`src/rtl/bond_pkg.sv`:
```
package bond_pkg;
  localparam int unsigned MERGED_MIN_W = 64;
  localparam int unsigned MERGED_MAX_W = 256;

  function automatic int unsigned occ_width(input int unsigned depth);
    return $clog2(depth + 1);
  endfunction
endpackage

```
`src/rtl/bond_side_fifo.sv`:
```
module bond_side_fifo #(
  parameter int unsigned W     = 32,
  parameter int unsigned DEPTH = 8,
  parameter int unsigned CW    = bond_pkg::occ_width(DEPTH)
) (
  input  logic          clk,
  input  logic          rst,
  input  logic          wr_en,
  input  logic [W-1:0]  wr_data,
  input  logic          rd_en,
  output logic [W-1:0]  head,
  output logic [CW-1:0] count,
  output logic          ovf
);
  localparam int unsigned PW = (DEPTH > 1) ? $clog2(DEPTH) : 1;

  logic [W-1:0]  mem [DEPTH];
  logic [PW-1:0] wp, rp;
  logic          full, accept, drop;

  function automatic logic [PW-1:0] bump(input logic [PW-1:0] p);
    return (p == PW'(DEPTH - 1)) ? '0 : p + 1'b1;
  endfunction

  assign full   = (count == CW'(DEPTH));
  assign accept = wr_en && (!full || rd_en);
  assign drop   = wr_en && full && !rd_en;
  assign head   = mem[rp];

  always_ff @(posedge clk) begin
    if (accept) mem[wp] <= wr_data;
  end

  always_ff @(posedge clk) begin
    if (rst) begin
      wp    <= '0;
      rp    <= '0;
      count <= '0;
      ovf   <= 1'b0;
    end else begin
      if (accept) wp <= bump(wp);
      if (rd_en)  rp <= bump(rp);
      case ({accept, rd_en})
        2'b10:   count <= count + 1'b1;
        2'b01:   count <= count - 1'b1;
        default: count <= count;
      endcase
      if (drop) ovf <= 1'b1;
    end
  end

  assert_count_bound_R7: assert property (@(posedge clk) disable iff (rst)
    count <= CW'(DEPTH));
  assert_ovf_sticky_R8: assert property (@(posedge clk) disable iff (rst)
    ovf |=> ovf);
  assert_early_held_R5: assert property (@(posedge clk) disable iff (rst)
    (count != '0 && !rd_en) |=> count != '0);
  assert_reset_empty_R1: assert property (@(posedge clk)
    rst |=> (count == '0 && !ovf));
endmodule

```
`src/rtl/bond_pair_ctrl.sv`:
```
module bond_pair_ctrl #(
  parameter int unsigned CW = 4
) (
  input  logic          clk,
  input  logic          rst,
  input  logic [CW-1:0] cnt_a,
  input  logic [CW-1:0] cnt_b,
  input  logic          m_ready,
  output logic          m_valid,
  output logic          pop
);
  assign m_valid = (cnt_a != '0) && (cnt_b != '0);
  assign pop     = m_valid && m_ready;

  assert_stall_keeps_valid_R6: assert property (@(posedge clk) disable iff (rst)
    (m_valid && !m_ready) |=> m_valid);
endmodule

```
`src/rtl/bond_rd_merge.sv`:
```
module bond_rd_merge #(
  parameter int unsigned A_W   = 32,
  parameter int unsigned B_W   = 32,
  parameter int unsigned DEPTH = 8
) (
  input  logic             clk,
  input  logic             rst,
  input  logic             a_valid,
  input  logic [A_W-1:0]   a_data,
  input  logic             b_valid,
  input  logic [B_W-1:0]   b_data,
  output logic             m_valid,
  input  logic             m_ready,
  output logic [A_W+B_W-1:0] m_data,
  output logic             a_ovf,
  output logic             b_ovf
);
  localparam int unsigned MW = A_W + B_W;
  localparam int unsigned CW = bond_pkg::occ_width(DEPTH);

  if (MW < bond_pkg::MERGED_MIN_W || MW > bond_pkg::MERGED_MAX_W
      || A_W == 0 || B_W == 0 || DEPTH == 0) begin : g_width_bad
    $error("bond_rd_merge: merged width must be 64..256 with non-empty slices");
  end

  logic [A_W-1:0] a_head;
  logic [B_W-1:0] b_head;
  logic [CW-1:0]  a_cnt, b_cnt;
  logic           pop;

  bond_side_fifo #(.W(A_W), .DEPTH(DEPTH), .CW(CW)) u_side_a (
    .clk, .rst, .wr_en(a_valid), .wr_data(a_data), .rd_en(pop),
    .head(a_head), .count(a_cnt), .ovf(a_ovf));

  bond_side_fifo #(.W(B_W), .DEPTH(DEPTH), .CW(CW)) u_side_b (
    .clk, .rst, .wr_en(b_valid), .wr_data(b_data), .rd_en(pop),
    .head(b_head), .count(b_cnt), .ovf(b_ovf));

  bond_pair_ctrl #(.CW(CW)) u_pair (
    .clk, .rst, .cnt_a(a_cnt), .cnt_b(b_cnt), .m_ready,
    .m_valid, .pop);

  assign m_data = {b_head, a_head};

  assert_hold_on_stall_R6: assert property (@(posedge clk) disable iff (rst)
    (m_valid && !m_ready) |=> $stable(m_data));
  assert_pair_only_R3: assert property (@(posedge clk) disable iff (rst)
    m_valid |-> (a_cnt != '0 && b_cnt != '0));
endmodule

```
`config.mk`:
```
export PLATFORM = sky130hd
export DESIGN_NAME = bond_rd_merge
export DESIGN_NICKNAME = d
export VERILOG_FILES = /design/src/rtl/bond_pkg.sv /design/src/rtl/bond_side_fifo.sv /design/src/rtl/bond_pair_ctrl.sv /design/src/rtl/bond_rd_merge.sv
export SDC_FILE = /design/constraint.sdc
export NUM_CORES = 1
export LEC_CHECK = 0
export ABC_AREA = 1
export BUFFER_PORTS_ARGS = -buffer_cell sky130_fd_sc_hd__buf_2
export CORE_UTILIZATION = 50
export CTS_CLUSTER_SIZE = 14
export DETAILED_ROUTE_END_ITERATION = 8
export GPL_TIMING_DRIVEN = 0
export PLACE_DENSITY = 0.8
export SKIP_CTS_REPAIR_TIMING = 1
export SLEW_MARGIN = 30
export SYNTH_ARGS = -nofsm -noshare
export SYNTH_HDL_FRONTEND = slang
export SYNTH_SLANG_ARGS = --single-unit
```
`constraint.sdc`:
```
create_clock -name clk -period 7.6 [get_ports clk]
set_input_delay 1.14 -clock clk [delete_from_list [all_inputs] [get_ports clk]]
set_output_delay 1.14 -clock clk [all_outputs]
set_load 0.05 [all_outputs]
```
==> flow_summary.yaml, run 1 <==
clock_tree:
  tritoncts: "done"
  cts-root-buf: "clkbuf_16"
  insertion_delay_ns: 0.58
  cts_inserted_buffers: 53
  cts.htree.levels: 2
  clock_sinks: 540
  clockBufferDepth: 3
  clk_pin_slew_ns: 0.06
setup_path:
  r2r_start: "u_side_a.count[0]"
  cp-end-kind: "output pin"
  worstSetupPathType: "reg -> out"
  worst_path_max_delay_cell: "clkbuf_1"
  cp.required_ns: 6.46
  crit_path_max_fanout: 10
  arrival_ns: 2.81
  crit_top_cell: "buf_2"
  worstPathCellList: "buf_2 -> clkbuf_1 -> o21ai_0 -> o22ai_1 -> nor2_1 -> a31oi_1 -> buf_2"
  setup.worst_path.start_class: "flip-flop"
  max_stage_delay_ns: 0.42
floorplan:
  die_x_um: 207.4
  floorplan.initialDensity_pct: 51.18
  fp.dieArea_mm2: 0.04300
  io_pins: 136
  row_count: 74
  die_h_um: 207.4
  fp.coreArea_mm2: 0.04120
timing:
  tightest_slew_ns: 0.6927
  report.final.slew_viol_count: 0
  hold_viol: 0
  fin_crit_sh_pct: 51.93
  setup_violations: 0
  slew_headroom_pct: 53.71
  fmax_mhz: 253.4
  min_period_ns: 3.946
  setup_tns_ns: 0
  fin_worst_skew_ns: 0.02074
  rsz0062_at_grt: "no"
flow_run:
  cap_viol_max_count: 0
pwr:
  combPwrFrac_pct: 33.3
  ir_drop_uv: 262.5
  seq_power_share_pct: 39.9
  power_uw: 9004
  clkPwrFrac_pct: 26.9
  p_sw_uw: 3399
  p_int_uw: 5605
  leakage_uw: 0.008566
  power.density_mw_per_mm2: 366.1
  sw_frac_of_total_pct: 37.75
global_routing:
  grt_max_degree: 21
  met3_usage_pct: 4.750
  grt_pass1_vias: 13720
  met2_usage_pct: 39.79
  grt_pass1_wl_mm: 75.87
  grt_usage_pct: 22.80
  antenna_found_initial: 5
  use_met1_pct: 28.13
  grt_overflow: 0
  grt_busiest_layer: "met2"
place:
  placed_cell_area_mm2: 0.02299
  place.gp.congestion: 0.7961
  numPortBuffers: 134
  dp_hpwl_mm: 32.30
layout:
  syn_to_final_growth_pct: 16.63
  drive_gt1_share_pct: 15.58
  nets: 1944
  finalInstanceArea_mm2: 0.02459
  postLayoutCoreUtil_pct: 59.69
logic_synthesis:
  yosys_most_used_dff: "edfxtp_1"
  syn_nets: 1738
  synth-edff-count: 512
  ys_seq_area_share_pct: 75.57
  async_flop_share_pct: 0
  syn-mean-instance-area_um2: 12.71
  synth_area_mm2: 0.02109
  synth_cell_types: 29
  yosysWarnings: 0
  ys_ff_latch: 540
  synthCells: 1659
routing:
  drt_wl_total_mm: 49.83
  detailedRoute.firstPassIterationCount: 6
  viasPerCell: 5.731
  drc: 0
  drtIter0Drc: 1565
  ant_nets: 0
  num_vias: 13990
  wl_per_cell_um: 20.41
hold_path:
  hp-start: "u_side_b.ovf"
  worst_hold_path_type: "reg -> reg"
outcome:
  status: "finished, final reports clean"
-- critical path: cells and delay by family, from the launching register on --
| kind | cells | cell delay, ns |
|---|---|---|
| flops | 1 | 0.37 |
| buf+inv | 3 | 1.04 |
| simple gates | 1 | 0.06 |
| compound gates | 3 | 0.76 |
-- synth_stat cells, types with 9 or more instances --
cell,n,share of area (%)
a21oi_1,9,0.21
a31oi_1,66,2.0
buf_2,24,0.57
buf_4,12,0.43
clkbuf_1,52,0.93
dfxtp_1,28,2.7
edfxtp_1,512,73
ha_1,10,0.59
inv_1,25,0.45
nand2_1,55,0.98
nand3_1,10,0.24
nor2_1,485,8.6
o21ai_0,265,6.3
o22ai_1,64,1.9
-- kinds of logic (layout without fill, tap and decap cells) --
logic type	after synthesis	count (layout)	synth area share (%)
AO/OA/AOI/OAI	413	413	10.72
flip-flops	540	540	75.57
adder cells (fa/ha/maj)	10	10	0.5934
AND/OR/NAND/NOR	566	566	10.40
other	0	3	0
buffers and inverters	130	377	2.718
-- registers in the layout, indices dropped and copies added (netlist names), named ones only --
| register | count |
|---|---|
| u_side_b.wp | 3 |
| u_side_a.ovf | 1 |
| u_side_b.mem | 256 |
| u_side_b.rp | 3 |
| u_side_a.count | 4 |
| u_side_a.rp | 3 |
| u_side_a.wp | 3 |
| u_side_a.mem | 256 |
| u_side_b.count | 4 |
| u_side_b.ovf | 1 |
-- cell type report --
type / instances / area [um^2]
inverter: 33 / 123.9
buffer: 97 / 449.2
clock buffer: 62 / 1403
multi-input combinational: 989 / 4698
fill: 2981 / 16610
clock inverter: 34 / 196.4
sequential: 540 / 15940
timing repair buffer: 151 / 1114
tap: 532 / 665.6
antenna: 3 / 7.507
-- layout by cell type (no fill, tap or decap), types with 25 or more instances in the layout --
cell type,synthesis,routed
edfxtp_1,512,512
nor2_1,485,469
o21ai_0,265,265
buf_2,24,158
a31oi_1,66,66
o22ai_1,64,64
clkbuf_1,52,59
nand2_1,55,55
clkbuf_16,0,55
dfxtp_1,28,28
inv_1,25,25
-- power by group through the flow --
stage | logic (uW) | registers [uW] | clock network, uW
2_1_floorplan | 2060 | 3640 | 0
3_3_place_gp | 2840 | 3660 | 0
3_5_place_dp | 2970 | 3650 | 0
4_1_cts | 2990 | 3590 | 2440
5_1_grt | 3210 | 3610 | 2550
6_report | 3000 | 3590 | 2420
-- per-layer routing --
metal	wire, um	up-vias
met4	1142	6
met1	18950	6720
met2	25270	737
met5	37	-
li1	-	6434
met3	4426	93
-- metrics by stage --
| step | setup WS [ns] | instances | hold slack, ns |
|---|---|---|---|
| 3_3_place_gp | 2.712 | 2325 | 0.4493 |
| 3_5_place_dp | 4.294 | 2342 | 0.4614 |
| 5_1_grt | 3.571 | 2439 | 0.5053 |
| 4_1_cts | 3.662 | 2438 | 0.4761 |
| 6_report | 3.654 | 2441 | 0.4657 |
| 2_1_floorplan | 4.152 | 1659 | 0.4613 |
-- path summary, 6_finish.rpt --
check,end,slack [ns],depth (start not counted)
worst max-delay path,m_data[54],3.65,7
worst min-delay path,u_side_b.ovf,0.47,2
worst max register to register,u_side_b.mem[0][10],5.12,8
worst min register to register,u_side_b.ovf,0.47,2
Power figures use the tool's default switching activity.
==> inputs of run 2 (changes only) <==
--- a/config.mk
+++ b/config.mk
@@ -5,13 +5,13 @@
 export SDC_FILE = /design/constraint.sdc
 export NUM_CORES = 1
 export LEC_CHECK = 0
-export ABC_AREA = 1
+export ABC_AREA = 0
 export BUFFER_PORTS_ARGS = -buffer_cell sky130_fd_sc_hd__buf_2
 export CORE_UTILIZATION = 50
 export CTS_CLUSTER_SIZE = 14
 export DETAILED_ROUTE_END_ITERATION = 8
 export GPL_TIMING_DRIVEN = 0
-export PLACE_DENSITY = 0.8
+export PLACE_DENSITY = 0.82
 export SKIP_CTS_REPAIR_TIMING = 1
 export SLEW_MARGIN = 30
 export SYNTH_ARGS = -nofsm -noshare
==> constraint.sdc (replaced) <==
create_clock -name clk -period 3.6 [get_ports clk]
set_input_delay 0.54 -clock clk [delete_from_list [all_inputs] [get_ports clk]]
set_output_delay 0.54 -clock clk [all_outputs]
set_load 0.05 [all_outputs]
==> run 2 against run 1 <==
Global-route usage decreased by 1.9 points; combinational power decreased by 41%; register-to-register slack got worse by 4.4 ns; critical endpoint is now m_data[38]; highest routed layer unchanged.
==> flow_summary.yaml, run 2 <==
floorplan:
  die_x_um: 205.3
  fp.coreArea_mm2: 0.04083
  fp.dieArea_mm2: 0.04213
  die_h_um: 205.3
  io_pins: 136
  row_count: 74
  floorplan.initialDensity_pct: 50.59
layout:
  drive_gt1_share_pct: 43.04
  fill_cells: 2726
  multi_input_area_mm2: 0.004631
  finalInstanceArea_mm2: 0.02441
  nets: 1229
  regArea_mm2: 0.01594
  syn_to_final_growth_pct: 18.15
  reg_top3: "u_side_a.mem (256), u_side_b.mem (256)"
  final_cell_mix: "512 x edfxtp_1, 154 x buf_2, 128 x mux4_2"
  final_common_cell: "edfxtp_1"
timing:
  fin_worst_skew_ns: 0.01620
  min_period_ns: 3.462
  fmax_mhz: 288.8
  setup_violations: 0
  fin_crit_sh_pct: 96.17
  hold_viol: 0
  rsz0062_at_grt: "no"
  setup_ws_ns: 0.1377
  slew_headroom_pct: 47.86
  report.final.slew_viol_count: 0
  tightest_slew_ns: 0.7762
logic_synthesis:
  synth_area_leaders: "edfxtp_1 74%, mux4_2 14%, mux2_2 3.5%"
  synth_cell_types: 44
  synthCells: 911
  synth_top_area_share_pct: 74.43
  yosysWarnings: 0
  yosys-top-cells-count: "512 x edfxtp_1, 128 x mux4_2, 65 x mux2_2"
  syn-mean-instance-area_um2: 22.68
  yosys_most_used_dff: "edfxtp_1"
  async_flop_share_pct: 0
  ys_ff_latch: 540
  ys_seq_area_share_pct: 77.14
  syn_nets: 990
  yosys.area.top_type: "edfxtp_1"
  synth-edff-count: 512
  synth_area_mm2: 0.02066
  yosysMostFrequentCell: "edfxtp_1"
pwr:
  ir_drop_uv: 542.2
  combPwrFrac_pct: 12.6
  p_sw_uw: 3495
  power_uw: 14130
  p_int_uw: 10630
  leakage_uw: 0.007994
  power.density_mw_per_mm2: 578.9
  sw_frac_of_total_pct: 24.74
  clkPwrFrac_pct: 37.2
  seq_power_share_pct: 50.2
setup_path:
  reg2reg_slack_ns: 0.77
  reg2reg_depth: 7
  setup.worst_path.start_class: "flip-flop"
  r2r_start: "u_side_a.count[0]"
  cp-end-kind: "output pin"
  crit_path_max_fanout: 10
  cp.required_ns: 3.06
  arrival_ns: 2.92
  worstSetupPathType: "reg -> out"
  timing.rr.end: "u_side_b.mem[0][18]"
clock_tree:
  cts-root-buf: "clkbuf_16"
  cts_inserted_buffers: 52
  clk_pin_slew_ns: 0.06
  insertion_delay_ns: 0.60
  clock_sinks: 540
  tritoncts: "done"
  cts.htree.levels: 2
  clockBufferDepth: 3
routing:
  wl_per_cell_um: 25.19
  num_vias: 10110
  detailedRoute.firstPassIterationCount: 5
  drc: 0
  viasPerCell: 5.858
  drt_wl_total_mm: 43.46
  ant_nets: 0
  drtIter0Drc: 784
hold_path:
  hp-start: "a_data[10]"
  holdPathEnd: "u_side_a.mem[2][10]"
  worst_hold_path_type: "in -> reg"
  worstHoldPathCells: 1
flow_run:
  cap_viol_max_count: 0
place:
  place.gp.congestion: 0.7528
  placed_cell_area_mm2: 0.02276
  dp_slack_ns: 0.5482
  dp_hpwl_mm: 27.46
  numPortBuffers: 134
outcome:
  status: "finished, final reports clean"
global_routing:
  grt_overflow: 0
  grt_max_degree: 19
  antenna_found_initial: 6
  grt_usage_pct: 20.90
  grt_pass1_vias: 10490
  grt_pass1_wl_mm: 64.29
-- run 2: cell count changes after synthesis, sizes merged, moves of 19 or more --
cell	change
nand2	-45
clkbuf	-31
a31oi	-66
buf	-19
inv	-29
nor2	-473
mux4	+128
o22ai	-64
mux2	+67
o21ai	-266
-- run 2: through the flow --
| stage | setup TNS, ns | hold slack (ns) | util (%) | instances |
|---|---|---|---|---|
| after global routing | 0 | 0.1857 | 59.77 | 1724 |
| after floorplan | -19.65 | 0.4541 | - | 911 |
| after CTS | -0.08134 | 0.1752 | 59.73 | 1724 |
| after global placement | -641.13 | 0.4786 | 53.93 | 1577 |
| final | 0 | 0.2114 | 59.77 | 1725 |
| after detailed placement | 0 | 0.4805 | 55.74 | 1628 |
-- run 2: logic make-up after synthesis --
| kind of cell | after synthesis | share of synthesized area [%] |
|---|---|---|
| XOR/XNOR | 2 | 0.08481 |
| AND/OR/NAND/NOR | 80 | 1.981 |
| flip-flops | 540 | 77.14 |
| buffers and inverters | 49 | 1.090 |
| multiplexers | 200 | 17.87 |
| AO/OA/AOI/OAI | 30 | 1.230 |
| adder cells (fa/ha/maj) | 10 | 0.6057 |
-- run 2: worst max path at each step --
| stage | slack, ns | endpoint | start | cells after the start |
|---|---|---|---|---|
| final | 0.14 | m_data[38] | flip-flop | 5 |
| after global routing | 0.001 | m_data[36] | flip-flop | 5 |
| after CTS | -0.03 | m_data[3] | flip-flop | 5 |
| after detailed placement | 0.55 | u_side_b.mem[0][18] | m_ready | 8 |
| after global placement | -2.57 | u_side_a.mem[3][10] | m_ready | 5 |
| after floorplan | -0.20 | u_side_a.mem[1][0] | a_valid | 5 |
-- run 2: metal layers --
layer / up-vias / track usage, % / wire [um]
met5: - / 0 / 57
met4: 10 / 6.455 / 979
met3: 79 / 5.417 / 3376
met2: 420 / 35.85 / 22410
met1: 5275 / 26.04 / 16640
li1: 4321 / - / -
-- run 2: worst max-delay path, cell delays in order, from the launching register on --
cell and delay, ns:
dfxtp_1 0.31, clkbuf_1 0.49, buf_1 0.60, mux4_2 0.41, mux2_2 0.31, buf_2 0.22
-- run 2: power by group through the flow --
stage	clock network, uW	logic (uW)	registers (uW)
3_3_place_gp	0	1700	7220
4_1_cts	5350	1800	7090
2_1_floorplan	0	1310	7210
3_5_place_dp	0	1780	7220
6_report	5260	1780	7090
5_1_grt	5570	1880	7100
-- run 2: area by class of cell --
type | count | area share, %
Antenna cell | 1 | 0.01025
Buffer | 47 | 0.9484
Clock buffer | 61 | 5.557
Clock inverter | 35 | 1.128
Inverter | 2 | 0.03076
Multi-Input combinational cell | 322 | 18.97
Sequential cell | 540 | 65.29
Tap cell | 532 | 2.727
Timing Repair Buffer | 185 | 5.332
==> inputs of run 3 (changes only) <==
--- a/config.mk
+++ b/config.mk
@@ -7,11 +7,11 @@
 export LEC_CHECK = 0
 export ABC_AREA = 0
 export BUFFER_PORTS_ARGS = -buffer_cell sky130_fd_sc_hd__buf_2
-export CORE_UTILIZATION = 50
+export CORE_UTILIZATION = 54
 export CTS_CLUSTER_SIZE = 14
 export DETAILED_ROUTE_END_ITERATION = 8
 export GPL_TIMING_DRIVEN = 0
-export PLACE_DENSITY = 0.82
+export PLACE_DENSITY = 0.87
 export SKIP_CTS_REPAIR_TIMING = 1
 export SLEW_MARGIN = 30
 export SYNTH_ARGS = -nofsm -noshare
==> run 3 against run 2 <==
First-iteration DRC count rose by 15%; cell count fell by 1.2%; critical path depth did not move; largest cell class unchanged; die area fell by 7.3%; combinational power barely moved; power fell by 1.2%; cell area fell by 0.32%.
==> flow_summary.yaml, run 3 (synthesis results as in run 2) <==
setup_path:
  arrival_ns: 2.94
  worstSetupPathType: "reg -> out"
  setup.worst_path.start_class: "flip-flop"
  crit_path_max_fanout: 10
  reg2reg_depth: 7
  reg2reg_slack_ns: 0.87
  crit_end: "m_data[23]"
  worstPathCellList: "clkbuf_1 -> clkbuf_1 -> mux4_2 -> mux2_2 -> buf_2"
  r2r_start: "u_side_a.count[0]"
  timing.rr.end: "u_side_a.mem[4][18]"
  crit_top_cell: "clkbuf_1"
  worst_path_max_delay_cell: "clkbuf_1"
  max_stage_delay_ns: 0.61
  cp.required_ns: 3.06
  cp-end-kind: "output pin"
timing:
  fin_crit_sh_pct: 96.75
  report.final.slew_viol_count: 0
  min_period_ns: 3.483
  setup_ws_ns: 0.1169
  rsz0062_at_grt: "no"
  fmax_mhz: 287.1
  tightest_slew_ns: 0.7850
  slew_headroom_pct: 47.38
  fin_worst_skew_ns: 0.02654
  hold_viol: 0
  hold_slack_ns: 0.2295
  setup_violations: 0
layout:
  postLayoutCoreUtil_pct: 64.59
  finalInstanceArea_mm2: 0.02433
  syn_to_final_growth_pct: 17.77
  drive_gt1_share_pct: 41.87
  final_cell_mix: "512 x edfxtp_1, 154 x buf_2, 128 x mux4_2"
  nets: 1226
  reg_top3: "u_side_a.mem (256), u_side_b.mem (256)"
  final_cells: 1704
  final_common_cell: "edfxtp_1"
hold_path:
  worst_hold_path_type: "in -> reg"
routing:
  drc: 0
  detailedRoute.firstPassIterationCount: 5
  wl_per_cell_um: 26.15
  drt_wl_total_mm: 44.57
  viasPerCell: 5.940
  drtIter0Drc: 901
  ant_nets: 0
  num_vias: 10120
place:
  numPortBuffers: 134
  place.gp.congestion: 0.7489
  dp_hpwl_mm: 28.09
  dp_cells: 1605
  dp_slack_ns: 0.6955
  placed_cell_area_mm2: 0.02275
pwr:
  sw_frac_of_total_pct: 24.40
  p_int_uw: 10550
  combPwrFrac_pct: 12.8
  clkPwrFrac_pct: 36.3
  power.density_mw_per_mm2: 573.5
  seq_power_share_pct: 50.9
  p_sw_uw: 3404
  leakage_uw: 0.007905
  ir_drop_uv: 511.2
global_routing:
  antenna_found_initial: 5
  grt_usage_pct: 23.40
  grt_pass1_vias: 10570
  grt_pass1_wl_mm: 65.78
  grt_max_degree: 19
  grt_overflow: 0
clock_tree:
  clock_sinks: 540
  clk_pin_slew_ns: 0.06
  cts.htree.levels: 2
  cts-root-buf: "clkbuf_16"
  insertion_delay_ns: 0.58
  cts_inserted_buffers: 51
  tritoncts: "done"
  clockBufferDepth: 3
floorplan:
  fp.coreArea_mm2: 0.03767
  die_h_um: 197.6
  row_count: 71
  floorplan.initialDensity_pct: 54.84
  fp.dieArea_mm2: 0.03904
  io_pins: 136
  die_x_um: 197.6
outcome:
  status: "finished, final reports clean"
flow_run:
  cap_viol_max_count: 0
## run 3: cell types whose count changed in the layout (fill, tap and decap cells not counted), moves of 2 or more
| cell | delta |
|---|---|
| buf_8 | +4 |
| clkbuf_2 | -9 |
| clkinv_1 | -5 |
| clkinvlp_4 | +3 |
| clkbuf_1 | +17 |
| buf_6 | -4 |
| inv_16 | -2 |
| diode_2 | +5 |
| clkinv_2 | -4 |
| buf_4 | -3 |
## run 3: area by class of cell
class / count / area (um^2)
fill: 2376 / 13340
sequential: 540 / 15940
tap: 511 / 639.4
clock inverter: 25 / 176.4
timing repair buffer: 183 / 1321
multi-input combinational: 322 / 4631
antenna: 6 / 15.01
buffer: 47 / 220.2
clock buffer: 68 / 1383
inverter: 2 / 7.507
## run 3: through the flow
stage	total power, uW	setup TNS (ns)
final	13950	0
after global routing	14370	0
after CTS	14040	-0.04604
after detailed placement	9004	0
after global placement	8910	-591.74
after floorplan	8522	-19.65
## run 3: power by group through the flow
stage          Sequential (uW)  Clock [uW]  Combinational (uW)
6_report                  7100        5060                1790
5_1_grt                   7110        5360                1900
4_1_cts                   7100        5130                1810
3_5_place_dp              7230           0                1780
3_3_place_gp              7220           0                1690
2_1_floorplan             7210           0                1310
## run 3: worst max-delay path, delay by kind of cell, from the launching register on
family | cells | cell delay, ns
DFF | 1 | 0.31
buffers and inverters | 3 | 1.30
muxes | 2 | 0.74
## run 3: worst min path at each step
stage | start | to | slack, ns | cells after the start
after floorplan | u_side_b.rp[1] | flip-flop | 0.45 | 2
after global placement | u_side_b.ovf | u_side_b.ovf | 0.45 | 2
after detailed placement | u_side_a.ovf | u_side_a.ovf | 0.48 | 2
after CTS | a_data[8] | u_side_a.mem[5][8] | 0.20 | 1
after global routing | a_data[8] | u_side_a.mem[6][8] | 0.21 | 1
final | a_data[29] | u_side_a.mem[2][29] | 0.23 | 1
## run 3: metal layers
metal	global-route usage [%]	share of wire [%]
met1	28.74	37
met2	40.61	53
met3	5.566	7.8
met4	8.269	2.4
met5	0	0.031
